$ cat src/rtl/vss_pkg.sv
package vss_pkg;
  typedef enum logic [1:0] {
    SEQ_IDLE,
    SEQ_ISSUE,
    SEQ_DECODE,
    SEQ_WAIT
  } seq_state_e;

  localparam int unsigned SIDE_SRC = 0;
  localparam int unsigned SIDE_DST = 1;
  localparam int unsigned N_SIDES  = 2;
endpackage

$ cat src/rtl/vss_step_unit.sv
module vss_step_unit #(
  parameter int unsigned MAX_VL = 64,
  localparam int unsigned STEP_W = $clog2(MAX_VL) + 1,
  localparam int unsigned IDX_W  = $clog2(MAX_VL)
) (
  input  logic [STEP_W-1:0] step_i,
  input  logic [STEP_W-1:0] vl_i,
  input  logic [MAX_VL-1:0] mask_i,
  input  logic              zero_i,
  output logic              skip_o,
  output logic [STEP_W-1:0] inc_o,
  output logic              at_end_o
);
  logic in_range;
  logic [STEP_W:0] inc_ext;

  assign in_range = step_i < vl_i;
  // mask only consulted while in range, so index < MAX_VL
  assign skip_o   = !zero_i && in_range && !mask_i[step_i[IDX_W-1:0]];
  assign inc_ext  = {1'b0, step_i} + 1'b1;
  assign inc_o    = inc_ext[STEP_W-1:0];
  assign at_end_o = inc_ext >= {1'b0, vl_i};
endmodule

$ cat src/rtl/vss_nia.sv
module vss_nia #(
  parameter int unsigned PC_W       = 64,
  parameter int unsigned WORD_BYTES = 4
) (
  input  logic [PC_W-1:0] pc_i,
  input  logic            prefixed_i,
  output logic [PC_W-1:0] nia_o
);
  localparam logic [PC_W-1:0] STEP_ONE = PC_W'(WORD_BYTES);
  localparam logic [PC_W-1:0] STEP_TWO = PC_W'(2 * WORD_BYTES);

  assign nia_o = pc_i + (prefixed_i ? STEP_TWO : STEP_ONE);
endmodule

$ cat src/rtl/vec_step_seq.sv
module vec_step_seq
  import vss_pkg::*;
#(
  parameter int unsigned MAX_VL     = 64,
  parameter int unsigned PC_W       = 64,
  parameter int unsigned WORD_BYTES = 4,
  localparam int unsigned STEP_W    = $clog2(MAX_VL) + 1
) (
  input  logic              clk_i,
  input  logic              rst_ni,
  input  logic              insn_valid_i,
  output logic              insn_ready_o,
  input  logic [PC_W-1:0]   insn_pc_i,
  input  logic              insn_prefixed_i,
  input  logic [STEP_W-1:0] insn_vl_i,
  input  logic [MAX_VL-1:0] insn_src_mask_i,
  input  logic [MAX_VL-1:0] insn_dst_mask_i,
  input  logic              insn_src_zero_i,
  input  logic              insn_dst_zero_i,
  input  logic              insn_vec_out_i,
  output logic              elem_valid_o,
  input  logic              elem_ready_i,
  output logic [STEP_W-1:0] elem_src_o,
  output logic [STEP_W-1:0] elem_dst_o,
  input  logic              cmpl_valid_i,
  output logic              cmpl_ready_o,
  input  logic              exec_changed_i,
  input  logic              stop_i,
  output logic              stopped_o,
  input  logic              pc_ovr_valid_i,
  input  logic [PC_W-1:0]   pc_ovr_i,
  input  logic              st_ovr_valid_i,
  input  logic [STEP_W-1:0] st_ovr_src_i,
  input  logic [STEP_W-1:0] st_ovr_dst_i,
  output logic              pc_we_o,
  output logic [PC_W-1:0]   pc_wdata_o,
  output logic              st_we_o,
  output logic [STEP_W-1:0] st_src_o,
  output logic [STEP_W-1:0] st_dst_o,
  output logic              retire_o
);
  seq_state_e state_q, state_d;

  logic [STEP_W-1:0]                 vl_q;
  logic [N_SIDES-1:0][MAX_VL-1:0]    mask_q;
  logic [N_SIDES-1:0]                zero_q;
  logic [N_SIDES-1:0][STEP_W-1:0]    step_q;
  logic                              vec_out_q;
  logic [PC_W-1:0]                   nia_q;
  logic                              chg_q;

  logic [N_SIDES-1:0]                skip;
  logic [N_SIDES-1:0][STEP_W-1:0]    inc;
  logic [N_SIDES-1:0]                at_end;
  logic [PC_W-1:0]                   nia_in;
  logic                              accept;
  logic                              chg_now;
  logic                              issue_fire;

  vss_nia #(
    .PC_W      (PC_W),
    .WORD_BYTES(WORD_BYTES)
  ) u_nia (
    .pc_i      (insn_pc_i),
    .prefixed_i(insn_prefixed_i),
    .nia_o     (nia_in)
  );

  for (genvar g = 0; g < N_SIDES; g++) begin : g_side
    vss_step_unit #(
      .MAX_VL(MAX_VL)
    ) u_step (
      .step_i  (step_q[g]),
      .vl_i    (vl_q),
      .mask_i  (mask_q[g]),
      .zero_i  (zero_q[g]),
      .skip_o  (skip[g]),
      .inc_o   (inc[g]),
      .at_end_o(at_end[g])
    );
  end

  assign elem_src_o = step_q[SIDE_SRC];
  assign elem_dst_o = step_q[SIDE_DST];
  assign accept     = insn_valid_i && insn_ready_o;
  assign chg_now    = chg_q || exec_changed_i;
  assign issue_fire = elem_valid_o && elem_ready_i;

  always_comb begin
    state_d      = state_q;
    insn_ready_o = 1'b0;
    elem_valid_o = 1'b0;
    cmpl_ready_o = 1'b0;
    stopped_o    = 1'b0;
    retire_o     = 1'b0;
    pc_we_o      = 1'b0;
    pc_wdata_o   = nia_q;
    st_we_o      = 1'b0;
    st_src_o     = step_q[SIDE_SRC];
    st_dst_o     = step_q[SIDE_DST];
    unique case (state_q)
      SEQ_IDLE: begin
        if (stop_i) begin
          stopped_o = 1'b1;
        end else begin
          insn_ready_o = 1'b1;
          if (insn_valid_i) begin
            if (insn_vl_i == '0) begin
              retire_o   = 1'b1;
              pc_we_o    = 1'b1;
              pc_wdata_o = nia_in;
            end else begin
              state_d = SEQ_ISSUE;
            end
          end
        end
      end
      SEQ_ISSUE: begin
        if (|skip) begin
          st_we_o  = 1'b1;
          st_src_o = skip[SIDE_SRC] ? inc[SIDE_SRC] : step_q[SIDE_SRC];
          st_dst_o = skip[SIDE_DST] ? inc[SIDE_DST] : step_q[SIDE_DST];
          state_d  = SEQ_DECODE;
        end else begin
          elem_valid_o = 1'b1;
          if (elem_ready_i) state_d = SEQ_WAIT;
        end
      end
      SEQ_DECODE: state_d = SEQ_ISSUE;
      SEQ_WAIT: begin
        if (stop_i) begin
          stopped_o = 1'b1;
        end else begin
          cmpl_ready_o = 1'b1;
          if (cmpl_valid_i) begin
            if (chg_now) begin
              retire_o = 1'b1;
              state_d  = SEQ_IDLE;
            end else if (!vec_out_q || at_end[SIDE_SRC]) begin
              retire_o = 1'b1;
              pc_we_o  = 1'b1;
              st_we_o  = 1'b1;
              st_src_o = '0;
              st_dst_o = '0;
              state_d  = SEQ_IDLE;
            end else begin
              st_we_o  = 1'b1;
              st_src_o = inc[SIDE_SRC];
              st_dst_o = inc[SIDE_DST];
              state_d  = SEQ_DECODE;
            end
          end
        end
      end
      default: state_d = SEQ_IDLE;
    endcase
    if (stopped_o) begin
      if (pc_ovr_valid_i) begin
        pc_we_o    = 1'b1;
        pc_wdata_o = pc_ovr_i;
      end
      if (st_ovr_valid_i) begin
        st_we_o  = 1'b1;
        st_src_o = st_ovr_src_i;
        st_dst_o = st_ovr_dst_i;
      end
    end
  end

  always_ff @(posedge clk_i or negedge rst_ni) begin
    if (!rst_ni) begin
      state_q   <= SEQ_IDLE;
      vl_q      <= '0;
      mask_q    <= '0;
      zero_q    <= '0;
      vec_out_q <= 1'b0;
      nia_q     <= '0;
      step_q    <= '0;
      chg_q     <= 1'b0;
    end else begin
      state_q <= state_d;
      if (accept) begin
        vl_q              <= insn_vl_i;
        mask_q[SIDE_SRC]  <= insn_src_mask_i;
        mask_q[SIDE_DST]  <= insn_dst_mask_i;
        zero_q[SIDE_SRC]  <= insn_src_zero_i;
        zero_q[SIDE_DST]  <= insn_dst_zero_i;
        vec_out_q         <= insn_vec_out_i;
        nia_q             <= nia_in;
      end
      if (st_we_o) begin
        step_q[SIDE_SRC] <= st_src_o;
        step_q[SIDE_DST] <= st_dst_o;
      end
      if (issue_fire) begin
        chg_q <= 1'b0;
      end else if ((stopped_o && (pc_ovr_valid_i || st_ovr_valid_i)) ||
                   (state_q == SEQ_WAIT && exec_changed_i)) begin
        chg_q <= 1'b1;
      end
    end
  end


  elem_hold_chk: assert property (@(posedge clk_i) disable iff (!rst_ni)
    elem_valid_o && !elem_ready_i |=> elem_valid_o && $stable(elem_src_o) && $stable(elem_dst_o));


  redecode_gap_chk: assert property (@(posedge clk_i) disable iff (!rst_ni)
    st_we_o && !stopped_o |=> !elem_valid_o);


  stop_quiet_chk: assert property (@(posedge clk_i) disable iff (!rst_ni)
    stopped_o |-> !elem_valid_o && !insn_ready_o && !cmpl_ready_o && !retire_o);


  pc_retire_chk: assert property (@(posedge clk_i) disable iff (!rst_ni)
    pc_we_o && !stopped_o |-> retire_o);


  vl_zero_chk: assert property (@(posedge clk_i) disable iff (!rst_ni)
    insn_valid_i && insn_ready_o && insn_vl_i == '0 |-> retire_o && pc_we_o && !elem_valid_o);


  retire_idle_chk: assert property (@(posedge clk_i) disable iff (!rst_ni)
    retire_o |=> !elem_valid_o && !cmpl_ready_o);
endmodule

$ cat config.mk
export PLATFORM = sky130hd
export DESIGN_NAME = vec_step_seq
export DESIGN_NICKNAME = d
export VERILOG_FILES = /design/src/rtl/vss_pkg.sv /design/src/rtl/vss_step_unit.sv /design/src/rtl/vss_nia.sv /design/src/rtl/vec_step_seq.sv
export SDC_FILE = /design/constraint.sdc
export NUM_CORES = 1
export LEC_CHECK = 0
export BUFFER_PORTS_ARGS = -buffer_cell sky130_fd_sc_hd__buf_2
export CORE_ASPECT_RATIO = 0.5
export CORE_MARGIN = 5
export CORE_UTILIZATION = 54
export CTS_BUF_LIST = sky130_fd_sc_hd__clkbuf_8
export CTS_CLUSTER_DIAMETER = 100
export DETAILED_ROUTE_END_ITERATION = 6
export PLACE_DENSITY = 0.83
export SKIP_LAST_GASP = 1
export SYNTH_ARGS = -nofsm -noshare
export SYNTH_HDL_FRONTEND = slang
export SYNTH_SLANG_ARGS = --single-unit
$ cat constraint.sdc
create_clock -name clk_i -period 5.4 [get_ports clk_i]
set_input_delay 0.81 -clock clk_i [delete_from_list [all_inputs] [get_ports clk_i]]
set_output_delay 0.81 -clock clk_i [all_outputs]
set_load 0.1 [all_outputs]
# After elaboration in Yosys (flattened, before gate mapping)
# Cells that the tools add are included.
op_classes:
  add_sub_neg: 3
  muxes: 69
  magnitude_cmp: 5
  reduce_logical: 23
  n_eq_ne: 9
op_table:
  columns: ["cell", "n"]
  rows:
  - ["$mux W64", 6]
  - ["$mux W7", 16]
  - ["$add A64 B64 Y64", 1]
  - ["$mux W1", 29]
  - ["$pmux W7 S2", 2]
  - ["$mux W2", 9]
  - ["$lt A6 B7 Y1 const B", 2]
  - ["$lt A7 B7 Y1", 2]
  - ["$bmux W1 S6", 2]
  - ["$ne A2 B2 Y1 const B", 5]
  - ["$add A7 B1 Y8 const B", 1]
  - ["$ge A8 B7 Y1", 1]
  - ["$logic_and A1 B1 Y1", 8]
  - ["$pmux W2 S4", 1]
  - ["$add A7 B1 Y7 const B", 1]
  - ["$logic_not A7 Y1", 1]
  - ["$pmux W1 S2", 3]
  - ["$reduce_and A6 Y1", 1]
  - ["$logic_not A1 Y1", 5]
  - ["$eq A2 B2 Y1 const B", 2]
  - ["$logic_or A1 B1 Y1", 4]
  - ["$mux W4", 1]
  - ["$reduce_or A2 Y1", 2]
  - ["$ne A3 B3 Y1 const B", 1]
  - ["other kinds (3)", 3]
totals:
  output_inout_bits: 99
  reg_bits: 219
  input_bits: 290
  wordCells: 119

# Logic depth before layout (Yosys ltp)
# Gate-level depths: netlist of the first run.
depth:
  ltp_word: 10
  mapped_depth: 14
  mapped_depth_nobuf: 12

# Cells and area by module
# Synthesis of the first run repeated with hierarchy kept, for this count alone.
hier_totals:
  cells_unflattened: 1692
  area_unflattened_um2: 13342.8
by_module_without_submodules:
  columns: ["module", "seq_area_each_um2", "area_per_inst_um2", "cells_per_inst", "instances"]
  rows:
  - ["vec_step_seq", 5480.3, 9932.0, 1272, 1]
  - ["vss_nia", 0.0, 1317.5, 206, 1]
  - ["vss_step_unit (g_side[0].u_step)", 0.0, 1069.8, 108, 1]
  - ["vss_step_unit (g_side[1].u_step)", 0.0, 1023.5, 106, 1]

# Least setup slack after synthesis of the first run
# OpenSTA, ideal clock, no wires.
synth_path:
  path_type: "reg-to-output"
  start: "reg step_q (netlist bit elem_src_o[2])"
  end: "out st_src_o[2]"
  stages_incl_launch_ff: 15
  path_buffers: 3
  t_arrival_ns: 6.061
  path_slack_ns: -1.471
  required_time_ns: 4.590
  cell_sequence: "dfrtp_1 > buf_2 > buf_1 > nand3_1 > xnor2_1 > ha_1 > a21o_1 > a21oi_1 > o32ai_1 > or4b_1 > clkbuf_1 > nor2_1 > a21o_4 > nand2_2 > o311ai_1"
synth_via:
  elab_chain_len: 10
  elab_cells_between_ends: 19
  classes_between: "add/sub (1); order compare (2); mux (11); reduce/logical (5)"
synth_rtl:
  columns: ["item", "line", "text"]
  rows:
  - ["start, declared", "vec_step_seq.sv:47", "logic [N_SIDES-1:0][STEP_W-1:0] step_q;"]
  - ["start signal, assigned by index", "vec_step_seq.sv:192", "step_q[SIDE_SRC] <= st_src_o;"]
  - ["start signal, assigned by index", "vec_step_seq.sv:193", "step_q[SIDE_DST] <= st_dst_o;"]
  - ["$add A7 B1 Y8", "vss_step_unit.sv:20", "assign inc_ext = {1'b0, step_i} + 1'b1;"]
  - ["$ge A8 B7 Y1", "vss_step_unit.sv:22", "assign at_end_o = inc_ext >= {1'b0, vl_i};"]
  - ["$logic_or A1 B1 Y1", "vec_step_seq.sv:139", "end else if (!vec_out_q || at_end[SIDE_SRC]) begin"]
  - ["$mux W7", "vec_step_seq.sv:139", null]
  - ["$mux W7", "vec_step_seq.sv:136", "if (chg_now) begin"]
  - ["$mux W7", "vec_step_seq.sv:135", "if (cmpl_valid_i) begin"]
  - ["$mux W7", "vec_step_seq.sv:131", "if (stop_i) begin"]
  - ["$pmux W7 S2 *", "vec_step_seq.sv:101", "unique case (state_q)"]
  - ["$mux W7", "vec_step_seq.sv:162", "if (st_ovr_valid_i) begin"]
  - ["$mux W7 *", "vec_step_seq.sv:157", "if (stopped_o) begin"]
  - ["end, declared", "vec_step_seq.sv:38", "output logic [STEP_W-1:0] st_src_o,"]
# Every way passes the cells marked *; elsewhere a longest branch is shown, timed or not. The select of a mux whose other input is x is not followed.

# Worst setup path after layout of the first run
layout_path:
  start: "reg step_q (netlist bit elem_src_o[0])"
  end: "out st_dst_o[5]"
layout_via:
  elab_chain_len: 10
  elab_cells_between_ends: 18
  classes_between: "add/sub (1); order compare (2); mux (10); reduce/logical (5)"
layout_rtl:
  columns: ["item", "line", "text"]
  rows:
  - ["$add A7 B1 Y8", "vss_step_unit.sv:20", null]
  - ["$ge A8 B7 Y1", "vss_step_unit.sv:22", null]
  - ["$logic_or A1 B1 Y1", "vec_step_seq.sv:139", null]
  - ["$mux W7", "vec_step_seq.sv:139", null]
  - ["$mux W7", "vec_step_seq.sv:136", null]
  - ["$mux W7", "vec_step_seq.sv:135", null]
  - ["$mux W7", "vec_step_seq.sv:131", null]
  - ["$pmux W7 S2 *", "vec_step_seq.sv:101", null]
  - ["$mux W7", "vec_step_seq.sv:162", null]
  - ["$mux W7 *", "vec_step_seq.sv:157", null]
  - ["end, declared", "vec_step_seq.sv:39", "output logic [STEP_W-1:0] st_dst_o,"]
# Marked as above.

==> results of run 1 <==
==> worst max-delay path, cell delays in order, from the launching register on <==
cell	delay, ns
dfrtp_1	0.37
buf_4	0.29
and3_1	0.26
nand3_2	0.18
xnor2_1	0.25
ha_1	0.28
a21oi_1	0.14
o32ai_1	0.09
or4b_1	0.66
nor2_4	0.28
a31oi_4	0.08
or3_1	0.42
a31oi_4	0.23
buf_12	0.19
==> registers in the layout, indices dropped and copies added, names as in the netlist <==
register,cells
mask_q,128
vl_q,7
chg_q,1
nia_q,64
zero_q,2
state_q,2
elem_src_o,7
elem_dst_o,7
vec_out_q,1
==> synth_stat cells (all sizes together) (8+ instances only) <==
library cell	number	share of area (%)
dfrtp	219	43
inv	25	0.73
a21o	19	1.2
nand3	30	1.2
ha	27	2.6
xor2	26	1.8
nand2	154	4.5
a22oi	10	0.59
a31oi	20	1.1
nor3	8	0.35
xnor2	39	2.7
mux2i	25	2.0
o211ai	11	0.68
mux4	26	4.6
nor2b	13	0.64
nand4	15	0.73
buf	15	0.86
o21ai	127	5.0
a21oi	72	2.8
clkbuf	66	1.9
mux2	145	13
nor2	78	2.3
and3	26	1.3
==> area by class of cell <==
class                           count  area share, %
Multi-Input combinational cell    943           43.1
Sequential cell                   219           33.8
Timing Repair Buffer              404           16.2
Clock buffer                       34           2.88
Tap cell                          307           2.36
Clock inverter                     18           1.07
Inverter                           25          0.578
Antenna cell                        5         0.0770
==> final timing paths <==
path                       slack [ns]          start       endpoint  depth (start not counted)
min in group clk_i               0.42   elem_ready_i          chg_q                          2
min                              0.25         rst_ni      nia_q[46]                          1
max                              0.26  elem_src_o[0]    st_dst_o[5]                         13
max reg2reg                      1.81  elem_src_o[0]  elem_dst_o[5]                         12
min reg2reg                      0.48      nia_q[55]      nia_q[55]                          2
max in group asynchronous        3.78         rst_ni     mask_q[39]                          2
==> per-layer routing <==
metal  wire length, um  share of wire (%)
met5                13              0.033
met4              1130                2.9
met3              2370                6.1
met2             19700                 51
met1             15700                 40
==> logic make-up after synthesis <==
group / Yosys count
muxes: 196
and+or+nand+nor: 362
adders and majority gates: 28
buffers and inverters: 106
AOI/OAI and AO/OA: 292
DFF: 219
xor gates and xnor gates: 65
==> power by group through the flow <==
stage | clock (uW) | combinational, uW | sequential (uW)
after global routing | 1510 | 8150 | 3100
after detailed placement | 0 | 7760 | 3030
final | 1410 | 7770 | 3010
after floorplan | 0 | 5660 | 3090
after CTS | 1430 | 7780 | 3000
after global placement | 0 | 7610 | 2950
==> per-stage QoR <==
step	hold WS, ns	util [%]	area [sq um]	setup TNS, ns
floorplan	0.442	-	12900	-0.409
global placement	0.457	67.5	15600	0
detailed placement	0.464	67.5	15600	0
CTS	0.323	70.3	16200	0
global route	0.319	70.4	16200	0
finish	0.247	70.4	16200	0
==> impl_metrics.toml, run 1 <==
[timing]
drv_slew = 0
min_period_over_period_pct = 95.1
finalSetupViolCount = 0
tightestPinTransition_ns = 1.23
fin_skew_ns = 0.0289
timing.final.ws_setup_ns = 0.263
maxClockFrequency_mhz = 195
slew_headroom_pct = 18.0
rsz0062_at_grt = "no"
hold_violations = 0
min_period_ns = 5.14

[floorplanning]
dieArea_sq_um = 27100
start_util_pct = 55.5
design.core.area_sq_um = 23100
row_count = 39
die_h_um = 119
pin_count = 389
die_w_um = 228

[grt]
met2_usage_pct = 48.6
gr-total-overflow = 0
met3_usage_pct = 5.44
grt_pass1_wl_um = 61400
grt_start_max_net_pins = 128
grt_usage_pct = 27.6
antenna_found_initial = 6
grt_pass1_vias = 11661
grt.busiest_layer = "met2"
grt_use_met1_pct = 35.0

[job]
maxCapViolations = 0

[layout]
final_common_cell = "buf_2"
multi_input_area_sq_um = 7010
final_cell_mix = "351 x buf_2, 218 x dfrtp_1, 152 x nand2_1"
stdcell_count = 1955
nFillCells = 1731
drive_gt1_share_pct = 40.0
regArea_sq_um = 5480
area_growth_pct = 26.9
num-nets-final = 1942

[routing]
drt-initial-drc-count = 869
wirelength_um = 38900
via_per_inst = 5.77
postRouteAntennaNets = 0
post-route-drc-count = 0
vias = 11275
wire_per_inst_um = 19.9
first_pass_iters = 5

[clock_network]
cts_hold_buf = 0
clk_latency_ns = 0.61
cts_buffers = 31
postCtsSetupBuffers = 0
clkTransAtPathRegs_ns = 0.08
clock-sinks = 219
cts_max_level = 1
cts_root_buf = "clkbuf_8"
cts_tree = "yes"
ctsResizeCount = 0
clock_path_buffers = 3

[synthesis]
synth_adder_area_share_pct = 2.79
synth_compound_area_share_pct = 13.8
yosysWarnings = 0
synthCells = 1268
ys_seq_area_share_pct = 42.8
synth_ff_type = "dfrtp_1"
synth_top_family_by_area = "multiplexers"
ys_ff_latch = 219
syn-cell-area_sq_um = 12800
synthMuxAreaShare_pct = 19.3
syn-mean-instance-area_sq_um = 10.1
synth-simple-area-share_pct = 13.4
synth_xor_area_share_pct = 4.45
synth_edf_count = 0
syn_nets = 1586
synth_cell_type_count = 70
async_flop_share_pct = 100

[pwr]
peakVddDrop_mv = 0.808
power_leakage_uw = 0.00755
swShare_pct = 53.3
comb_power_share_pct = 63.8
p_per_area_nw_per_um2 = 750
total_power_uw = 12200
switching_power_uw = 6500
p_int_uw = 5690
p_seq_share_pct = 24.7
pwr-share-clk_pct = 11.5

[setup_path]
critPathRequiredTime_ns = 4.59
worstSetupStartpointType = "flop"
crit_fanout = 17
cp_data_arrival_time_ns = 4.33
cp-end-kind = "output pin"
critPathKind = "flop to output pin"

[place]
post-place-ws_ns = 0.701
routabilityCongestion = 0.938
dpl.cell_count = 1898
dpl.hpwl_um = 29500
port_buffers = 388

[worst_hold_path]
hold_path_class = "primary input to async pin"

[run_status]
status = "complete, no violations"
No activity file was read; power rests on OpenSTA's default activity.
==> run 2: changes to the inputs <==
--- a/config.mk
+++ b/config.mk
@@ -8,3 +8,3 @@
 export BUFFER_PORTS_ARGS = -buffer_cell sky130_fd_sc_hd__buf_2
-export CORE_ASPECT_RATIO = 0.5
+export CORE_ASPECT_RATIO = 0.8
 export CORE_MARGIN = 5
--- a/constraint.sdc
+++ b/constraint.sdc
@@ -3,2 +3,2 @@
 set_output_delay 0.81 -clock clk_i [all_outputs]
-set_load 0.1 [all_outputs]
+set_load 0.01 [all_outputs]
==> run 2 against run 1 <==
Against the previous run: setup slack gained 0.10 ns; largest cell class unchanged; critical endpoint unchanged; sequential share of layout area grew 1.1 points; die area is 0.62% lower; highest routed layer unchanged; hold slack gained 0.085 ns.
==> impl_metrics.toml, run 2 (same netlist as run 1, synthesis figures left out) <==
[run_status]
status = "complete, no violations"

[clock_network]
clock_path_buffers = 3
cts_tree = "yes"
cts_max_level = 2
cts_root_buf = "clkbuf_8"
clock-sinks = 219
postCtsSetupBuffers = 0
cts_hold_buf = 0
clk_latency_ns = 0.53
cts_buffers = 38
ctsResizeCount = 0
clkTransAtPathRegs_ns = 0.06

[setup_path]
crit_fanout = 17
rr_endpoint = "elem_dst_o[3]"
r2r_setup_slack_ns = 1.78
r2r_cells = 12
worstSetupStartpointType = "flop"
cp-end-kind = "output pin"
cp_data_arrival_time_ns = 4.22
critPathRequiredTime_ns = 4.59
critPathKind = "flop to output pin"
rr_startpoint = "elem_src_o[0]"

[floorplanning]
start_util_pct = 54.7
row_count = 50
design.core.area_sq_um = 23400
die_w_um = 182
dieArea_sq_um = 26900
die_h_um = 148
pin_count = 389

[timing]
hold_violations = 0
min_period_over_period_pct = 93.2
fin_skew_ns = 0.0267
drv_slew = 0
tightestPinTransition_ns = 0.864
maxClockFrequency_mhz = 199
finalSetupViolCount = 0
setup-tns-final_ns = 0
slew_headroom_pct = 42.4
min_period_ns = 5.03
rsz0062_at_grt = "no"

[grt]
met3_usage_pct = 6.47
grt_usage_pct = 27.6
grt_pass1_wl_um = 60400
grt.busiest_layer = "met2"
grt_pass1_vias = 11463
antenna_found_initial = 10
grt_use_met1_pct = 37.6
gr-total-overflow = 0
grt_start_max_net_pins = 110
met2_usage_pct = 44.3

[place]
dpl.cell_count = 1907
port_buffers = 388
routabilityCongestion = 0.917
postPlaceCellArea_sq_um = 15000
dpl.hpwl_um = 29200

[job]
maxCapViolations = 0

[layout]
top_register = "mask_q"
num-nets-final = 1953
final_cell_mix = "387 x buf_2, 219 x dfrtp_1, 152 x nand2_1"
stdcell_count = 1974
area_growth_pct = 22.8
drive_gt1_share_pct = 39.6
final_common_cell = "buf_2"
nFillCells = 1879
fin_area_sq_um = 15700
reg.largest.list = "mask_q: 128 flops, nia_q: 64 flops"
largest_register_ffs = 128
final_util_pct = 67.2

[pwr]
p_per_area_nw_per_um2 = 544
pwr-share-clk_pct = 17.7
peakVddDrop_mv = 0.317
p_seq_share_pct = 34.7
power_leakage_uw = 0.00744
switching_power_uw = 3320
swShare_pct = 38.8
comb_power_share_pct = 47.6
p_int_uw = 5230

[routing]
post-route-drc-count = 0
wire_per_inst_um = 19.5
drt-initial-drc-count = 841
wirelength_um = 38400
postRouteAntennaNets = 0
vias = 11188
first_pass_iters = 5
via_per_inst = 5.67

[worst_hold_path]
hold_path_class = "primary input to async pin"
## run 2: changes by cell type in the layout (fill, tap and decap cells not counted), sizes merged
cell,before,now
inv,31,34
clkinvlp,2,3
clkbuf,34,44
bufinv,3,2
clkinv,7,4
buf,404,408
## run 2: worst max-delay path, stage by stage, from the launching register on
cell and delay [ns]:
dfrtp_1 0.35, buf_4 0.28, and3_1 0.26, nand3_2 0.15, xnor2_1 0.18, ha_1 0.30, a21oi_1 0.13, o32ai_1 0.09
or4b_1 0.65, nor2_1 0.48, a31oi_4 0.11, or3_1 0.37, a31oi_1 0.17, buf_2 0.18
## run 2: through the flow
stage	setup WS [ns]	total power [uW]	hold WS [ns]
6_report	0.368	8560	0.332
5_1_grt	0.0558	9180	0.389
4_1_cts	0.380	8590	0.372
3_5_place_dp	0.703	7050	0.462
3_3_place_gp	0.725	6850	0.455
2_1_floorplan	1.02	5680	0.442
## run 2: worst max path at each step
stage                     slack (ns)            start  cells after the start        endpoint
after floorplan                 1.02    elem_src_o[2]                     14     st_dst_o[3]
after global placement          0.72  insn_prefixed_i                     15  pc_wdata_o[40]
after detailed placement        0.70  insn_prefixed_i                     15  pc_wdata_o[40]
after CTS                       0.38    elem_src_o[0]                     13     st_dst_o[5]
after global routing            0.06    elem_src_o[0]                     13     st_dst_o[5]
final                           0.37    elem_src_o[0]                     13     st_dst_o[5]
## run 2: power by group through the flow
| stage | Sequential [uW] | Combinational (uW) | Clock (uW) |
|---|---|---|---|
| 2_1_floorplan | 2790 | 2890 | 0 |
| 3_3_place_gp | 2920 | 3930 | 0 |
| 3_5_place_dp | 2990 | 4060 | 0 |
| 4_1_cts | 2960 | 4080 | 1540 |
| 5_1_grt | 3060 | 4480 | 1640 |
| 6_report | 2970 | 4070 | 1520 |
## run 2: layout make-up
cell class	count	area, sq um	area share, %
multi-input cells	943	6890	43.8
diodes	5	12.5	0.0796
inverters	25	93.8	0.597
clock inverters	18	144	0.915
flip-flops and latches	219	5480	34.8
repair buffers	408	2110	13.4
clock buffers	44	606	3.85
well taps	312	390	2.48
## run 2: routing by layer
| layer | vias to the layer above | part of all wire, % |
|---|---|---|
| met5 | - | 0.22 |
| met4 | 14 | 2.6 |
| met3 | 93 | 7.7 |
| met2 | 438 | 48 |
| met1 | 5353 | 42 |
| li1 | 5290 | - |
==> run 3: changes to the inputs <==
Settings changed: MAX_ROUTING_LAYER set to met4.
==> run 3 against run 2 <==
Against the previous run: global-route usage is 0.87 points higher; maximum frequency is 0.85% lower; hold slack worse by 0.054 ns; critical path type unchanged.
==> impl_metrics.toml, run 3 (same netlist as run 1, synthesis figures left out) <==
[timing]
min_period_over_period_pct = 94.0
finalSetupViolCount = 0
setup-tns-final_ns = 0
hold_violations = 0
min_period_ns = 5.08
slew_headroom_pct = 28.6
fin_skew_ns = 0.0426
drv_slew = 0
tightestPinTransition_ns = 1.07
maxClockFrequency_mhz = 197
rsz0062_at_grt = "no"

[layout]
num-nets-final = 1951
final_cell_mix = "387 x buf_2, 219 x dfrtp_1, 152 x nand2_1"
stdcell_count = 1979
nFillCells = 1836
reg.largest.list = "mask_q: 128 flops, nia_q: 64 flops"
largest_register_ffs = 128
area_growth_pct = 23.2
drive_gt1_share_pct = 39.7
fin_area_sq_um = 15800
top_register = "mask_q"
final_common_cell = "buf_2"

[routing]
post-route-drc-count = 0
via_per_inst = 5.71
drt-initial-drc-count = 745
first_pass_iters = 5
wirelength_um = 38400
vias = 11303
wire_per_inst_um = 19.4
postRouteAntennaNets = 0

[place]
dpl.hpwl_um = 29000
postPlaceCellArea_sq_um = 15000
routabilityCongestion = 0.924
dpl.cell_count = 1907
port_buffers = 388

[setup_path]
r2r_cells = 12
critPathKind = "flop to output pin"
critPathRequiredTime_ns = 4.59
cp-end-kind = "output pin"
crit_fanout = 14
worstSetupStartpointType = "flop"
cp_data_arrival_time_ns = 4.27

[floorplanning]
die_w_um = 182
start_util_pct = 54.7
die_h_um = 148
pin_count = 389
design.core.area_sq_um = 23400
row_count = 50
dieArea_sq_um = 26900

[clock_network]
clock_path_buffers = 3
clkTransAtPathRegs_ns = 0.06
cts_max_level = 2
clk_latency_ns = 0.55
cts_tree = "yes"
cts_root_buf = "clkbuf_8"
cts_hold_buf = 0
postCtsSetupBuffers = 0
cts_buffers = 36
ctsResizeCount = 0
clock-sinks = 219

[pwr]
peakVddDrop_mv = 0.320
p_per_area_nw_per_um2 = 547
power_leakage_uw = 0.00747

[grt]
antenna_found_initial = 9
gr-total-overflow = 0
grt_start_max_net_pins = 99
grt_pass1_wl_um = 60100
grt_pass1_vias = 11356
grt_usage_pct = 28.5

[run_status]
status = "complete, no violations"

[worst_hold_path]
hold_path_class = "primary input to async pin"

[job]
maxCapViolations = 0
## run 3: cell types whose count changed in the layout (fill, tap and decap cells not counted), sizes merged
cell | previous run | this run
bufinv | 2 | 3
clkbuf | 44 | 46
clkinv | 4 | 2
clkinvlp | 3 | 1
diode | 5 | 9
inv | 34 | 36
## run 3: path summary, 6_finish.rpt
check                               from  slack (ns)       endpoint
max in group asynchronous         rst_ni        3.96    mask_q[104]
max reg2reg                elem_src_o[3]        1.79  elem_dst_o[5]
max                        elem_src_o[3]        0.32    st_dst_o[3]
min in group clk_i             nia_q[31]        0.47      nia_q[31]
min                               rst_ni        0.28     mask_q[26]
min reg2reg                    nia_q[31]        0.47      nia_q[31]
## run 3: through the flow
| stage | setup WS, ns | power [uW] | hold slack, ns | util [%] |
|---|---|---|---|---|
| after floorplan | 1.02 | 5680 | 0.442 | - |
| after global placement | 0.732 | 6840 | 0.456 | 63.9 |
| after detailed placement | 0.631 | 7020 | 0.465 | 63.9 |
| after CTS | 0.211 | 8660 | 0.297 | 67.3 |
| after global routing | 0.0922 | 9240 | 0.326 | 67.4 |
| final | 0.324 | 8630 | 0.277 | 67.4 |
## run 3: layer usage
layer,GRT usage [%],vias up,routed length (um)
met5,-,-,0
met4,9.00,0,1100
met3,5.76,90,2990
li1,-,5289,-
met1,38.0,5425,16200
met2,44.3,499,18200
## run 3: power breakdown
part / switching [uW] / internal, uW / leakage (uW)
clock: 684 / 915 / 0.000440
sequential: 519 / 2450 / 0.00266
combinational: 2130 / 1940 / 0.00437
## run 3: cell type report
class	count	area [sq um]	area share [%]
tap	312	390	2.48
sequential	219	5480	34.7
inverter	25	93.8	0.595
clock inverter	17	161	1.02
timing repair buffer	408	2100	13.3
antenna	9	22.5	0.143
multi-input combinational	943	6890	43.7
clock buffer	46	633	4.01
## run 3: critical path: stages (launching register included)
cell and delay [ns]:
dfrtp_1 0.41, buf_4 0.25, nand3_1 0.20, xnor2_1 0.18, ha_1 0.32, a21o_1 0.19, a21oi_1 0.15, o32ai_1 0.10
or4b_1 0.67, nor2_2 0.38, a31oi_4 0.10, or3_1 0.37, a31oi_1 0.21, buf_2 0.18
